## src/rtl/vfill_pkg.sv

```systemverilog
package vfill_pkg;

  localparam int CMD_W = 6;

  // transfer-select field value meaning "fill"
  localparam logic [1:0] FILL_SEL    = 2'd2;
  // transfer mode value that lets fill writes run
  localparam logic [1:0] MODE_FILL   = 2'd2;
  // access-kind value for a plain memory write
  localparam logic [3:0] KIND_VRAMWR = 4'd1;

  typedef struct packed {
    logic arm;     // latch fill value, raise busy
    logic step;    // issue one fill write this clock
    logic hostWr;  // pass the data-port write to memory
  } vfillStrobes_t;

endpackage

```

## src/rtl/vfill_ctrl.sv

```systemverilog
module vfill_ctrl
  import vfill_pkg::*;
(
  input  logic             clk,
  input  logic             rstN,
  input  logic             cmdLoad,
  input  logic [CMD_W-1:0] cmdIn,
  input  logic             enLoad,
  input  logic             enIn,
  input  logic [1:0]       dmaMode,
  input  logic             dataWrite,
  input  logic             lenOne,
  output vfillStrobes_t    strobes,
  output logic [CMD_W-1:0] cmdOut,
  output logic             dmaOn,
  output logic             busy
);

  logic [CMD_W-1:0] cmdReg;
  logic [CMD_W-1:0] cmdNext;
  logic             enReg;
  logic             activeReg;
  logic             armHit;
  logic             stepHit;
  logic             hostHit;

  always_comb begin
    armHit  = dataWrite && (cmdReg[5:4] == FILL_SEL);
    stepHit = enReg && activeReg && (dmaMode == MODE_FILL);
    hostHit = dataWrite && !armHit && !activeReg && (cmdReg[3:0] == KIND_VRAMWR);
  end

  always_comb begin
    strobes.arm    = armHit;
    strobes.step   = stepHit;
    strobes.hostWr = hostHit;
  end

  // enable cleared by a host load forces the transfer-select high bit low
  always_comb begin
    cmdNext = cmdLoad ? cmdIn : cmdReg;
    if (enLoad && !enIn) cmdNext[5] = 1'b0;
  end

  always_ff @(posedge clk) begin
    if (!rstN) begin
      cmdReg <= '0;
      enReg  <= 1'b0;
    end else begin
      cmdReg <= cmdNext;
      if (enLoad) enReg <= enIn;
    end
  end

  always_ff @(posedge clk) begin
    if (!rstN)                activeReg <= 1'b0;
    else if (armHit)          activeReg <= 1'b1;
    else if (stepHit && lenOne) activeReg <= 1'b0;
  end

  assign cmdOut = cmdReg;
  assign dmaOn  = enReg;
  assign busy   = activeReg;

endmodule

```

## src/rtl/vfill_datapath.sv

```systemverilog
module vfill_datapath
  import vfill_pkg::*;
#(
  parameter int ADDR_W = 16,
  parameter int DATA_W = 16,
  parameter int LEN_W  = 16,
  parameter int INC_W  = 8
) (
  input  logic              clk,
  input  logic              rstN,
  input  vfillStrobes_t     strobes,
  input  logic              addrLoad,
  input  logic [ADDR_W-1:0] addrIn,
  input  logic              lenLoad,
  input  logic [LEN_W-1:0]  lenIn,
  input  logic [INC_W-1:0]  incr,
  input  logic [DATA_W-1:0] dataIn,
  output logic              vramWe,
  output logic [ADDR_W-2:0] vramAddr,
  output logic [DATA_W-1:0] vramData,
  output logic [ADDR_W-1:0] addrOut,
  output logic [LEN_W-1:0]  lenOut,
  output logic              lenOne
);

  localparam int HALF_W = DATA_W / 2;

  logic [ADDR_W-1:0] addrReg;
  logic [LEN_W-1:0]  lenReg;
  logic [DATA_W-1:0] fillReg;
  logic [DATA_W-1:0] srcWord;
  logic [DATA_W-1:0] swapWord;
  logic [ADDR_W-1:0] addrStep;

  always_comb begin
    srcWord  = strobes.step ? fillReg : dataIn;
    swapWord = {srcWord[HALF_W-1:0], srcWord[DATA_W-1:HALF_W]};
    addrStep = addrReg + ADDR_W'(incr);
  end

  always_ff @(posedge clk) begin
    if (!rstN)                               addrReg <= '0;
    else if (addrLoad)                       addrReg <= addrIn;
    else if (strobes.step || strobes.hostWr) addrReg <= addrStep;
  end

  always_ff @(posedge clk) begin
    if (!rstN)             lenReg <= '0;
    else if (lenLoad)      lenReg <= lenIn;
    else if (strobes.step) lenReg <= lenReg - LEN_W'(1);
  end

  always_ff @(posedge clk) begin
    if (!rstN)            fillReg <= '0;
    else if (strobes.arm) fillReg <= dataIn;
  end

  assign vramWe   = strobes.step || strobes.hostWr;
  assign vramAddr = addrReg[ADDR_W-1:1];
  assign vramData = addrReg[0] ? swapWord : srcWord;
  assign addrOut  = addrReg;
  assign lenOut   = lenReg;
  assign lenOne   = (lenReg == LEN_W'(1));

endmodule

```

## src/rtl/vram_fill_dma.sv

```systemverilog
module vram_fill_dma
  import vfill_pkg::*;
#(
  parameter int ADDR_W   = 16,
  parameter int DATA_W   = 16,
  parameter int LEN_W    = 16,
  parameter int INC_W    = 8,
  parameter int STAT_W   = 16,
  parameter int BUSY_BIT = 1
) (
  input  logic              clk,
  input  logic              rstN,
  input  logic              cmdLoad,
  input  logic [5:0]        cmdIn,
  input  logic              enLoad,
  input  logic              enIn,
  input  logic [1:0]        dmaMode,
  input  logic              addrLoad,
  input  logic [ADDR_W-1:0] addrIn,
  input  logic              lenLoad,
  input  logic [LEN_W-1:0]  lenIn,
  input  logic [INC_W-1:0]  incr,
  input  logic              dataWrite,
  input  logic [DATA_W-1:0] dataIn,
  output logic              vramWe,
  output logic [ADDR_W-2:0] vramAddr,
  output logic [DATA_W-1:0] vramData,
  output logic [ADDR_W-1:0] addrOut,
  output logic [LEN_W-1:0]  lenOut,
  output logic [5:0]        cmdOut,
  output logic              busy,
  output logic [STAT_W-1:0] statusWord
);

  vfillStrobes_t strobes;
  logic          lenOne;
  logic          dmaOn;

  vfill_ctrl u_ctrl (
    .clk       (clk),
    .rstN      (rstN),
    .cmdLoad   (cmdLoad),
    .cmdIn     (cmdIn),
    .enLoad    (enLoad),
    .enIn      (enIn),
    .dmaMode   (dmaMode),
    .dataWrite (dataWrite),
    .lenOne    (lenOne),
    .strobes   (strobes),
    .cmdOut    (cmdOut),
    .dmaOn     (dmaOn),
    .busy      (busy)
  );

  vfill_datapath #(
    .ADDR_W (ADDR_W),
    .DATA_W (DATA_W),
    .LEN_W  (LEN_W),
    .INC_W  (INC_W)
  ) u_dp (
    .clk      (clk),
    .rstN     (rstN),
    .strobes  (strobes),
    .addrLoad (addrLoad),
    .addrIn   (addrIn),
    .lenLoad  (lenLoad),
    .lenIn    (lenIn),
    .incr     (incr),
    .dataIn   (dataIn),
    .vramWe   (vramWe),
    .vramAddr (vramAddr),
    .vramData (vramData),
    .addrOut  (addrOut),
    .lenOut   (lenOut),
    .lenOne   (lenOne)
  );

  always_comb begin
    statusWord           = '0;
    statusWord[BUSY_BIT] = busy;
  end

endmodule

```

## config.mk

```make
export PLATFORM = sky130hd
export DESIGN_NAME = vram_fill_dma
export DESIGN_NICKNAME = d
export VERILOG_FILES = /design/src/rtl/vfill_pkg.sv /design/src/rtl/vfill_ctrl.sv /design/src/rtl/vfill_datapath.sv /design/src/rtl/vram_fill_dma.sv
export SDC_FILE = /design/constraint.sdc
export NUM_CORES = 1
export LEC_CHECK = 0
export BUFFER_PORTS_ARGS = -buffer_cell sky130_fd_sc_hd__buf_2
export CORE_MARGIN = 5
export CORE_UTILIZATION = 45
export CTS_BUF_LIST = sky130_fd_sc_hd__clkbuf_4
export DETAILED_ROUTE_END_ITERATION = 7
export PLACE_DENSITY = 0.84
export SLEW_MARGIN = 20
export SYNTH_ARGS = -nofsm -noshare
export SYNTH_HDL_FRONTEND = slang
export SYNTH_SLANG_ARGS = --single-unit
export TNS_END_PERCENT = 5
```

## constraint.sdc

```tcl
create_clock -name clk -period 3.3 [get_ports clk]
set_input_delay 0.33 -clock clk [delete_from_list [all_inputs] [get_ports clk]]
set_output_delay 0.33 -clock clk [all_outputs]
set_load 0.02 [all_outputs]
```

Word level (Yosys, flattened, before mapping)
Cells that the tools add are included.
{ "totals": {"ff_bits": 56, "wordCells": 38} }
{ "classes": {"n_bitwise": 1, "reduce_logical": 16, "add_sub_neg": 2, "n_mux": 8, "n_eq_ne": 4} }
{ "ops": {"columns": ["cell", "count"], "rows": [
  ["2-to-1 mux 16 bit", 6],
  ["adder 16 x 8 -> 16 bit", 1],
  ["equality test 16 x 1 -> 1 bit, second input constant", 1],
  ["subtractor 16 x 1 -> 16 bit, second input constant", 1],
  ["logical AND 1 bit", 8],
  ["nonzero test 2 bit", 3],
  ["equality test 2 bit, second input constant", 2],
  ["equality test 4 x 1 -> 1 bit, second input constant", 1],
  ["zero test 1 bit", 3],
  ["2-to-1 mux 1 bit", 2],
  ["OR reduction 2 bit", 1],
  ["logical OR 1 bit", 1],
  ["inverter 1 bit", 1]
]} }

Depth between registers and ports, before layout
Gate-level depths: netlist of run 1.
{ "depth": {"ltp_word": 9, "depth_mapped": 7, "depth_no_buf": 7} }

Hierarchy
From an unflattened synthesis of run 1, not the netlist that was laid out.
{ "unflattened": {"hier_cells": 408, "hier_area_um2": 3686.0} }
{ "by_module_without_submodules": {"columns": ["mod", "n_inst", "seq_area_each_um2", "area_each_um2", "cells_each"], "rows": [
  ["vfill_datapath", 1, 960.9, 3180.6, 356],
  ["vfill_ctrl", 1, 160.2, 381.6, 35],
  ["vram_fill_dma", 1, 0.0, 123.9, 17]
]} }

Least setup slack after synthesis of run 1
No wires, ideal clock.
{ "synth_path": {"path_type": "reg-to-output", "startpoint": "reg u_ctrl.activeReg (netlist: u_ctrl.busy)", "endpoint": "out vramData[0]", "path_buffers": 2, "slack_ns": 0.908, "required_time_ns": 2.970, "path_stages_with_launch": 6, "arrival_time_ns": 2.062, "cell_sequence": "dfxtp_1 -> nand4b_1 -> clkbuf_1 -> buf_1 -> mux2i_1 -> mux2i_1"} }
{ "synth_between": {"elab_chain_cells": 4} }
{ "synth_rtl": {"columns": ["element", "line", "source"], "rows": [
  ["start, declared", "vfill_ctrl.sv:22", "logic activeReg;"],
  ["start signal, assigned", "vfill_ctrl.sv:56", "if (!rstN) activeReg <= 1'b0;"],
  ["start signal, assigned", "vfill_ctrl.sv:57", "else if (armHit) activeReg <= 1'b1;"],
  ["start signal, assigned", "vfill_ctrl.sv:58", "else if (stepHit && lenOne) activeReg <= 1'b0;"],
  ["logical AND 1 bit (2 in series)", "vfill_ctrl.sv:29", "stepHit = enReg && activeReg && (dmaMode == MODE_FILL);"],
  ["2-to-1 mux 16 bit", "vfill_datapath.sv:36", "srcWord = strobes.step ? fillReg : dataIn;"],
  ["2-to-1 mux 16 bit", "vfill_datapath.sv:60", "assign vramData = addrReg[0] ? swapWord : srcWord;"],
  ["end, declared", "vram_fill_dma.sv:27", "output logic [DATA_W-1:0] vramData,"]
]} }
No other way between the ends.

Final worst setup path of run 1
{ "layout_path": {"startpoint": "reg u_ctrl.cmdReg[1] (netlist: u_ctrl.cmdOut[1])", "endpoint": "out vramWe"} }
{ "layout_between": {"elab_chain_cells": 3} }
{ "layout_rtl": {"columns": ["element", "line", "source"], "rows": [
  ["start, declared", "vfill_ctrl.sv:19", "logic [CMD_W-1:0] cmdReg;"],
  ["start signal, assigned", "vfill_ctrl.sv:50", "cmdReg <= cmdNext;"],
  ["equality test 4 x 1 -> 1 bit", "vfill_ctrl.sv:30", "hostHit = dataWrite && !armHit && !activeReg && (cmdReg[3:0] == KIND_VRAMWR);"],
  ["logical AND 1 bit", "vfill_ctrl.sv:30", null],
  ["logical OR 1 bit", "vfill_datapath.sv:58", "assign vramWe = strobes.step || strobes.hostWr;"],
  ["end, declared", "vram_fill_dma.sv:25", "output logic vramWe,"]
]} }
No other way between the ends.

==> results.py, run 1 <==
metrics = {
    "run_status": {
        "status": "finished clean",
    },
    "clocking": {
        "ctsHoldBuffers": 0,
        "insertion_delay_ns": 0.37,
        "clk_path_buf_depth": 2,
        "path_clk_slew_ns": 0.17,
        "cts_resized": 0,
        "numClockSinks": 56,
        "cts_tree": "built",
        "cts_setup_buffers": 0,
        "cts-root-buf": "clkbuf_4",
        "h-tree-depth": 2,
        "cts_buffers": 5,
    },
    "die": {
        "core-area_mm2": 0.007607,
        "io_pins": 159,
        "dieArea_mm2": 0.009570,
        "rows": 32,
        "die-height_um": 97.83,
        "die_w_um": 97.83,
        "initial_core_util": 0.4563,
    },
    "route": {
        "avgViaCountPerCell": 5.237,
        "ant_nets": 0,
        "wl_per_cell_um": 14.23,
        "drc": 0,
        "drt-pass1-iter-count": 4,
        "totalWireLength_um": 8963,
        "vias": 3299,
        "drt-initial-drc-count": 88,
    },
    "synth": {
        "synthFlopType": "dfxtp_1",
        "synth_common_cells": "dfxtp_1, nand2_1, mux2i_1",
        "ys_top_cells_by_area": "dfxtp_1, mux2i_1, buf_4, nand2_1, o21ai_0",
        "yosysWarnings": 0,
        "yosysTopAreaCell": "dfxtp_1",
        "seq_area_frac_synth": 0.3230,
        "synth_edf_count": 0,
        "yosys.area.top_type_share": 0.3230,
        "yosys.cell_count.top_type": "dfxtp_1",
        "syn_inst": 413,
        "synth_cell_types": 49,
        "syn_area_per_cell_um2": 8.404,
        "async_flop_share": 0,
        "synth_area_mm2": 0.003471,
        "synth-seq-cells": 56,
    },
    "power_and_ir_drop": {
        "power.density_mw_per_mm2": 360.7,
        "peakVddDrop_uv": 179.5,
        "p_leak_nw": 2.010,
    },
    "critical_path": {
        "end_kind": "output port",
        "cp_max_fo": 14,
        "cp.arrival_ns": 2.37,
        "required_ns": 2.97,
        "critPathKind": "register to output port",
        "crit_path_start_kind": "register",
    },
    "timing": {
        "finalSetupTns_ns": 0,
        "clock_skew_ns": 0.01681,
        "hold_violations": 0,
        "tightest_slew_ns": 0.8298,
        "max_freq_mhz": 370.2,
        "min_period_ns": 2.702,
        "final_max_slew_viol_count": 0,
        "rsz0062_at_grt": "false",
        "setup_viol": 0,
        "holdWs_ns": 0.1650,
        "slew_headroom": 0.4468,
        "fin_crit_sh": 0.8186,
    },
    "place": {
        "place.detailed.hpwl_um": 6954,
        "gp_congestion": 0.8267,
        "io_buffers": 143,
    },
    "hold_path": {
        "hp-class": "input pin to register",
    },
    "global_routing": {
        "grtUsageMet2": 0.3361,
        "grt_pass1_vias": 3206,
        "grt_pass1_wl_um": 14720,
        "use_met1": 0.2047,
        "grt_max_degree": 57,
        "top_usage_layer": "met2",
        "grt_use_met3": 0.03857,
        "antenna_found_initial": 0,
        "grt_usage": 0.1795,
        "grt.overflow.total": 0,
    },
    "cells_and_area": {
        "drive_gt1_frac": 0.2992,
        "area_growth_pct": 19.07,
        "nets": 610,
        "num_antenna_cells": 0,
    },
    "run": {
        "drv_cap": 0,
    },
}
## critical path, stage by stage, from the launching register on
cell and delay (ns):
dfxtp_1 0.35, or4b_1 0.52, o41a_1 0.59, inv_2 0.31, buf_2 0.22
## layout make-up
class | instances | area, µm²
Inverter | 13 | 48.80
Fill cell | 717 | 3475
Tap cell | 102 | 127.6
Timing Repair Buffer | 147 | 745.7
Sequential cell | 56 | 1121
Clock inverter | 2 | 11.26
Clock buffer | 6 | 45.04
Multi-Input combinational cell | 304 | 2033
## placed cells by master, fill, tap and decap left out, types with 10 or more instances in the layout
master / instances
mux2i_1: 41
a21oi_1: 19
xor2_1: 11
dfxtp_1: 56
inv_1: 11
conb_1: 15
o21ai_0: 31
ha_1: 10
buf_2: 143
nand2_1: 53
a21boi_0: 17
## registers in the layout (all words and copies together) (netlist names)
signal	count
u_dp.lenOut	16
u_ctrl.busy	1
u_ctrl.cmdOut	6
u_ctrl.dmaOn	1
u_dp.addrOut	16
u_dp.fillReg	16
## kinds of logic after synthesis
logic type      count (synthesis)  synth area share
simple gates                  115            0.1701
fa+ha+maj                      11           0.04182
compound gates                104            0.1939
flops                          56            0.3230
xor+xnor                       18           0.04542
buf+inv                        67            0.1063
other cells                     1          0.001080
mux                            41            0.1182
## per-layer routing
layer	share of wire	wire, µm
met1	0.41	3674
met4	0.013	114
met3	0.065	586
met5	0	0
met2	0.51	4587
## through the flow
step / std cells / cell area [µm²] / setup WS (ns) / utilization / total power, W
after CTS: 630 / 4133 / 0.5770 / 0.5433 / 0.001506
after global routing: 630 / 4133 / 0.4464 / 0.5433 / 0.001578
final: 630 / 4133 / 0.5985 / 0.5433 / 0.001491
after detailed placement: 622 / 4076 / 0.6764 / 0.5359 / 0.001194
after floorplan: 427 / 3523 / 0.9079 / - / 0.001072
after global placement: 622 / 4076 / 0.7544 / 0.5359 / 0.001184
## where the power goes
part / switching, W / internal, W
sequential: 0.0000372 / 0.000714
combinational: 0.000262 / 0.000165
clock: 0.000222 / 0.0000901
## worst paths after layout
path	startpoint	endpoint	slack [ns]	cells past startpoint
setup / recovery	u_ctrl.cmdOut[1]	vramWe	0.60	4
setup reg to reg	u_ctrl.cmdOut[1]	u_dp.addrOut[14]	0.64	6
hold / removal	enLoad	u_ctrl.cmdOut[5]	0.16	2
hold reg to reg	u_dp.fillReg[5]	u_dp.fillReg[5]	0.48	2
Power figures use the tool's default switching activity.
==> run 2: changes to the inputs <==
- ABC_AREA: not set -> 1
- PLACE_DENSITY: 0.84 -> 0.82
- clock period: 3.3 -> 2.5 ns (I/O delays scaled with it)
==> run 2 against run 1 <==
- die area increased by 10%
- sequential power increased by 33%
- setup slack got worse by 0.30 ns
- first-iteration DRC count increased by 140%
- final cell count increased by 32%
- largest cell class unchanged
==> results.py, run 2 <==
metrics = {
    "cells_and_area": {
        "fillCellCount": 835,
        "final_common_cell": "nand2_1",
        "stdcell_area_mm2": 0.004509,
        "multiInputGateArea_mm2": 0.002106,
        "num_antenna_cells": 0,
        "utilization": 0.5433,
        "final_cell_mix": "nand2_1, buf_2, inv_1, o21ai_0, dfxtp_1",
        "regArea_mm2": 0.001121,
        "nets": 807,
        "area_growth_pct": 16.67,
        "drive_gt1_frac": 0.2414,
    },
    "critical_path": {
        "ff2ff_setup_slack_ns": 0.69,
        "cp_max_fo": 37,
        "regToRegEndpoint": "u_dp.addrOut[8]",
        "critPathKind": "register to output port",
        "r2r-start": "u_dp.addrOut[0]",
        "end_kind": "output port",
        "cp.arrival_ns": 1.95,
        "crit_path_start_kind": "register",
        "required_ns": 2.25,
        "reg2reg_depth": 10,
    },
    "place": {
        "pre_cts_ws_ns": 0.6424,
        "gp_congestion": 0.9298,
        "place_area_mm2": 0.004448,
        "place.detailed.hpwl_um": 8662,
        "io_buffers": 143,
    },
    "synth": {
        "yosys.cell_count.top_type": "nand2_1",
        "ys_top_cells_by_area": "dfxtp_1, nand2_1, inv_1, o21ai_0, buf_4",
        "synth_cell_types": 34,
        "synth_area_mm2": 0.003865,
        "yosysWarnings": 0,
        "syn_inst": 609,
        "synth_edf_count": 0,
        "synth_common_cells": "nand2_1, inv_1, o21ai_0",
        "async_flop_share": 0,
        "yosysTopAreaCell": "dfxtp_1",
        "syn_area_per_cell_um2": 6.346,
        "yosys.area.top_type_share": 0.2901,
        "synth-seq-cells": 56,
        "synthFlopType": "dfxtp_1",
        "seq_area_frac_synth": 0.2901,
    },
    "power_and_ir_drop": {
        "seq_power_share": 0.475,
        "power_frac_clock": 0.199,
        "p_switching_w": 0.0007946,
        "combinationalPowerShare": 0.326,
        "internal_power_w": 0.001308,
        "power.density_mw_per_mm2": 466.2,
        "p_leak_nw": 2.353,
        "p_sw_frac": 0.3779,
        "peakVddDrop_uv": 221.4,
    },
    "global_routing": {
        "grt_usage": 0.2006,
        "grt.overflow.total": 0,
        "grt_pass1_wl_um": 17330,
        "grt_pass1_vias": 3955,
        "antenna_found_initial": 0,
        "grt_max_degree": 38,
    },
    "clocking": {
        "cts_setup_buffers": 0,
        "cts-root-buf": "clkbuf_4",
        "ctsHoldBuffers": 0,
        "numClockSinks": 56,
        "clk_path_buf_depth": 2,
        "path_clk_slew_ns": 0.16,
        "cts_tree": "built",
        "cts_buffers": 5,
        "insertion_delay_ns": 0.37,
        "h-tree-depth": 2,
        "cts_resized": 0,
    },
    "route": {
        "dr_wl_met2_um": 5442,
        "drt-pass1-iter-count": 5,
        "wl_per_cell_um": 13.25,
        "ant_nets": 0,
        "vias": 4247,
        "top_layer_used": "met4",
        "met3_length_um": 1015,
        "avgViaCountPerCell": 5.117,
        "drt-initial-drc-count": 212,
        "totalWireLength_um": 11000,
        "wl_met1_um": 4377,
        "drc": 0,
    },
    "timing": {
        "slew_headroom": 0.3375,
        "rsz0062_at_grt": "false",
        "fin_crit_sh": 0.8798,
        "tightest_slew_ns": 0.9910,
        "final_max_slew_viol_count": 0,
        "hold_violations": 0,
        "clock_skew_ns": 0.007082,
        "max_freq_mhz": 454.6,
        "min_period_ns": 2.200,
        "finalSetupTns_ns": 0,
        "setup_ws_ns": 0.3004,
        "holdWs_ns": 0.08747,
        "setup_viol": 0,
    },
    "die": {
        "die_w_um": 102.7,
        "die-height_um": 102.7,
        "initial_core_util": 0.4657,
        "core-area_mm2": 0.008299,
        "io_pins": 159,
        "rows": 33,
        "dieArea_mm2": 0.01054,
    },
    "run": {
        "drv_cap": 0,
    },
    "hold_path": {
        "hp-class": "input pin to register",
        "hold-path-cell-count": 3,
        "min_to": "u_ctrl.cmdOut[2]",
        "hold_start": "cmdIn[2]",
    },
    "run_status": {
        "status": "finished clean",
    },
}
run 2: power by group through the flow:
stage	clock, W	combinational (W)	sequential (W)
after floorplan	0	0.000452	0.00106
after global placement	0	0.000671	0.00101
after detailed placement	0	0.000682	0.00102
after CTS	0.000442	0.000684	0.000998
after global routing	0.000467	0.000759	0.00101
final	0.000418	0.000685	0.000999
run 2: worst max-delay path by stage:
stage	startpoint	end	slack (ns)	depth (start not counted)
2_1_floorplan	u_ctrl.busy	vramData[0]	0.64	5
3_3_place_gp	incr[0]	u_dp.addrOut[8]	0.66	11
3_5_place_dp	incr[0]	u_dp.addrOut[8]	0.64	11
4_1_cts	u_ctrl.busy	vramData[5]	0.28	7
5_1_grt	u_ctrl.busy	vramData[6]	0.1	8
6_report	u_ctrl.busy	vramData[5]	0.30	7
run 2: critical path, cell delays in order (launching register included):
cell and delay (ns):
dfxtp_1 0.46, nand4_4 0.24, inv_4 0.32, o21ai_0 0.13, inv_1 0.08, nor2_1 0.04, a21oi_1 0.13, buf_2 0.18
run 2: cells by family after synthesis:
group	share of synthesized area
buf+inv	0.1787
fa+ha+maj	0.03755
simple gates	0.2849
flops	0.2901
other cells	0.0009703
compound gates	0.1829
xor+xnor	0.02493
run 2: final cells by class:
cell class	instances	area share
Inverter	89	0.07464
Clock buffer	6	0.009989
Clock inverter	2	0.003607
Sequential cell	56	0.2486
Tap cell	105	0.02913
Timing Repair Buffer	148	0.1670
Multi-Input combinational cell	424	0.4670
run 2: per-layer routing:
metal / vias up / global-route usage
met5: - / 0
met2: 186 / 0.3595
li1: 2131 / -
met3: 16 / 0.03248
met1: 1914 / 0.2486
met4: 0 / 0.05348
run 2: metrics by stage:
stage          instances  total power (W)
6_report             830         0.002102
3_3_place_gp         822         0.001685
3_5_place_dp         822         0.001699
4_1_cts              830         0.002125
5_1_grt              830         0.002234
2_1_floorplan        623         0.001512
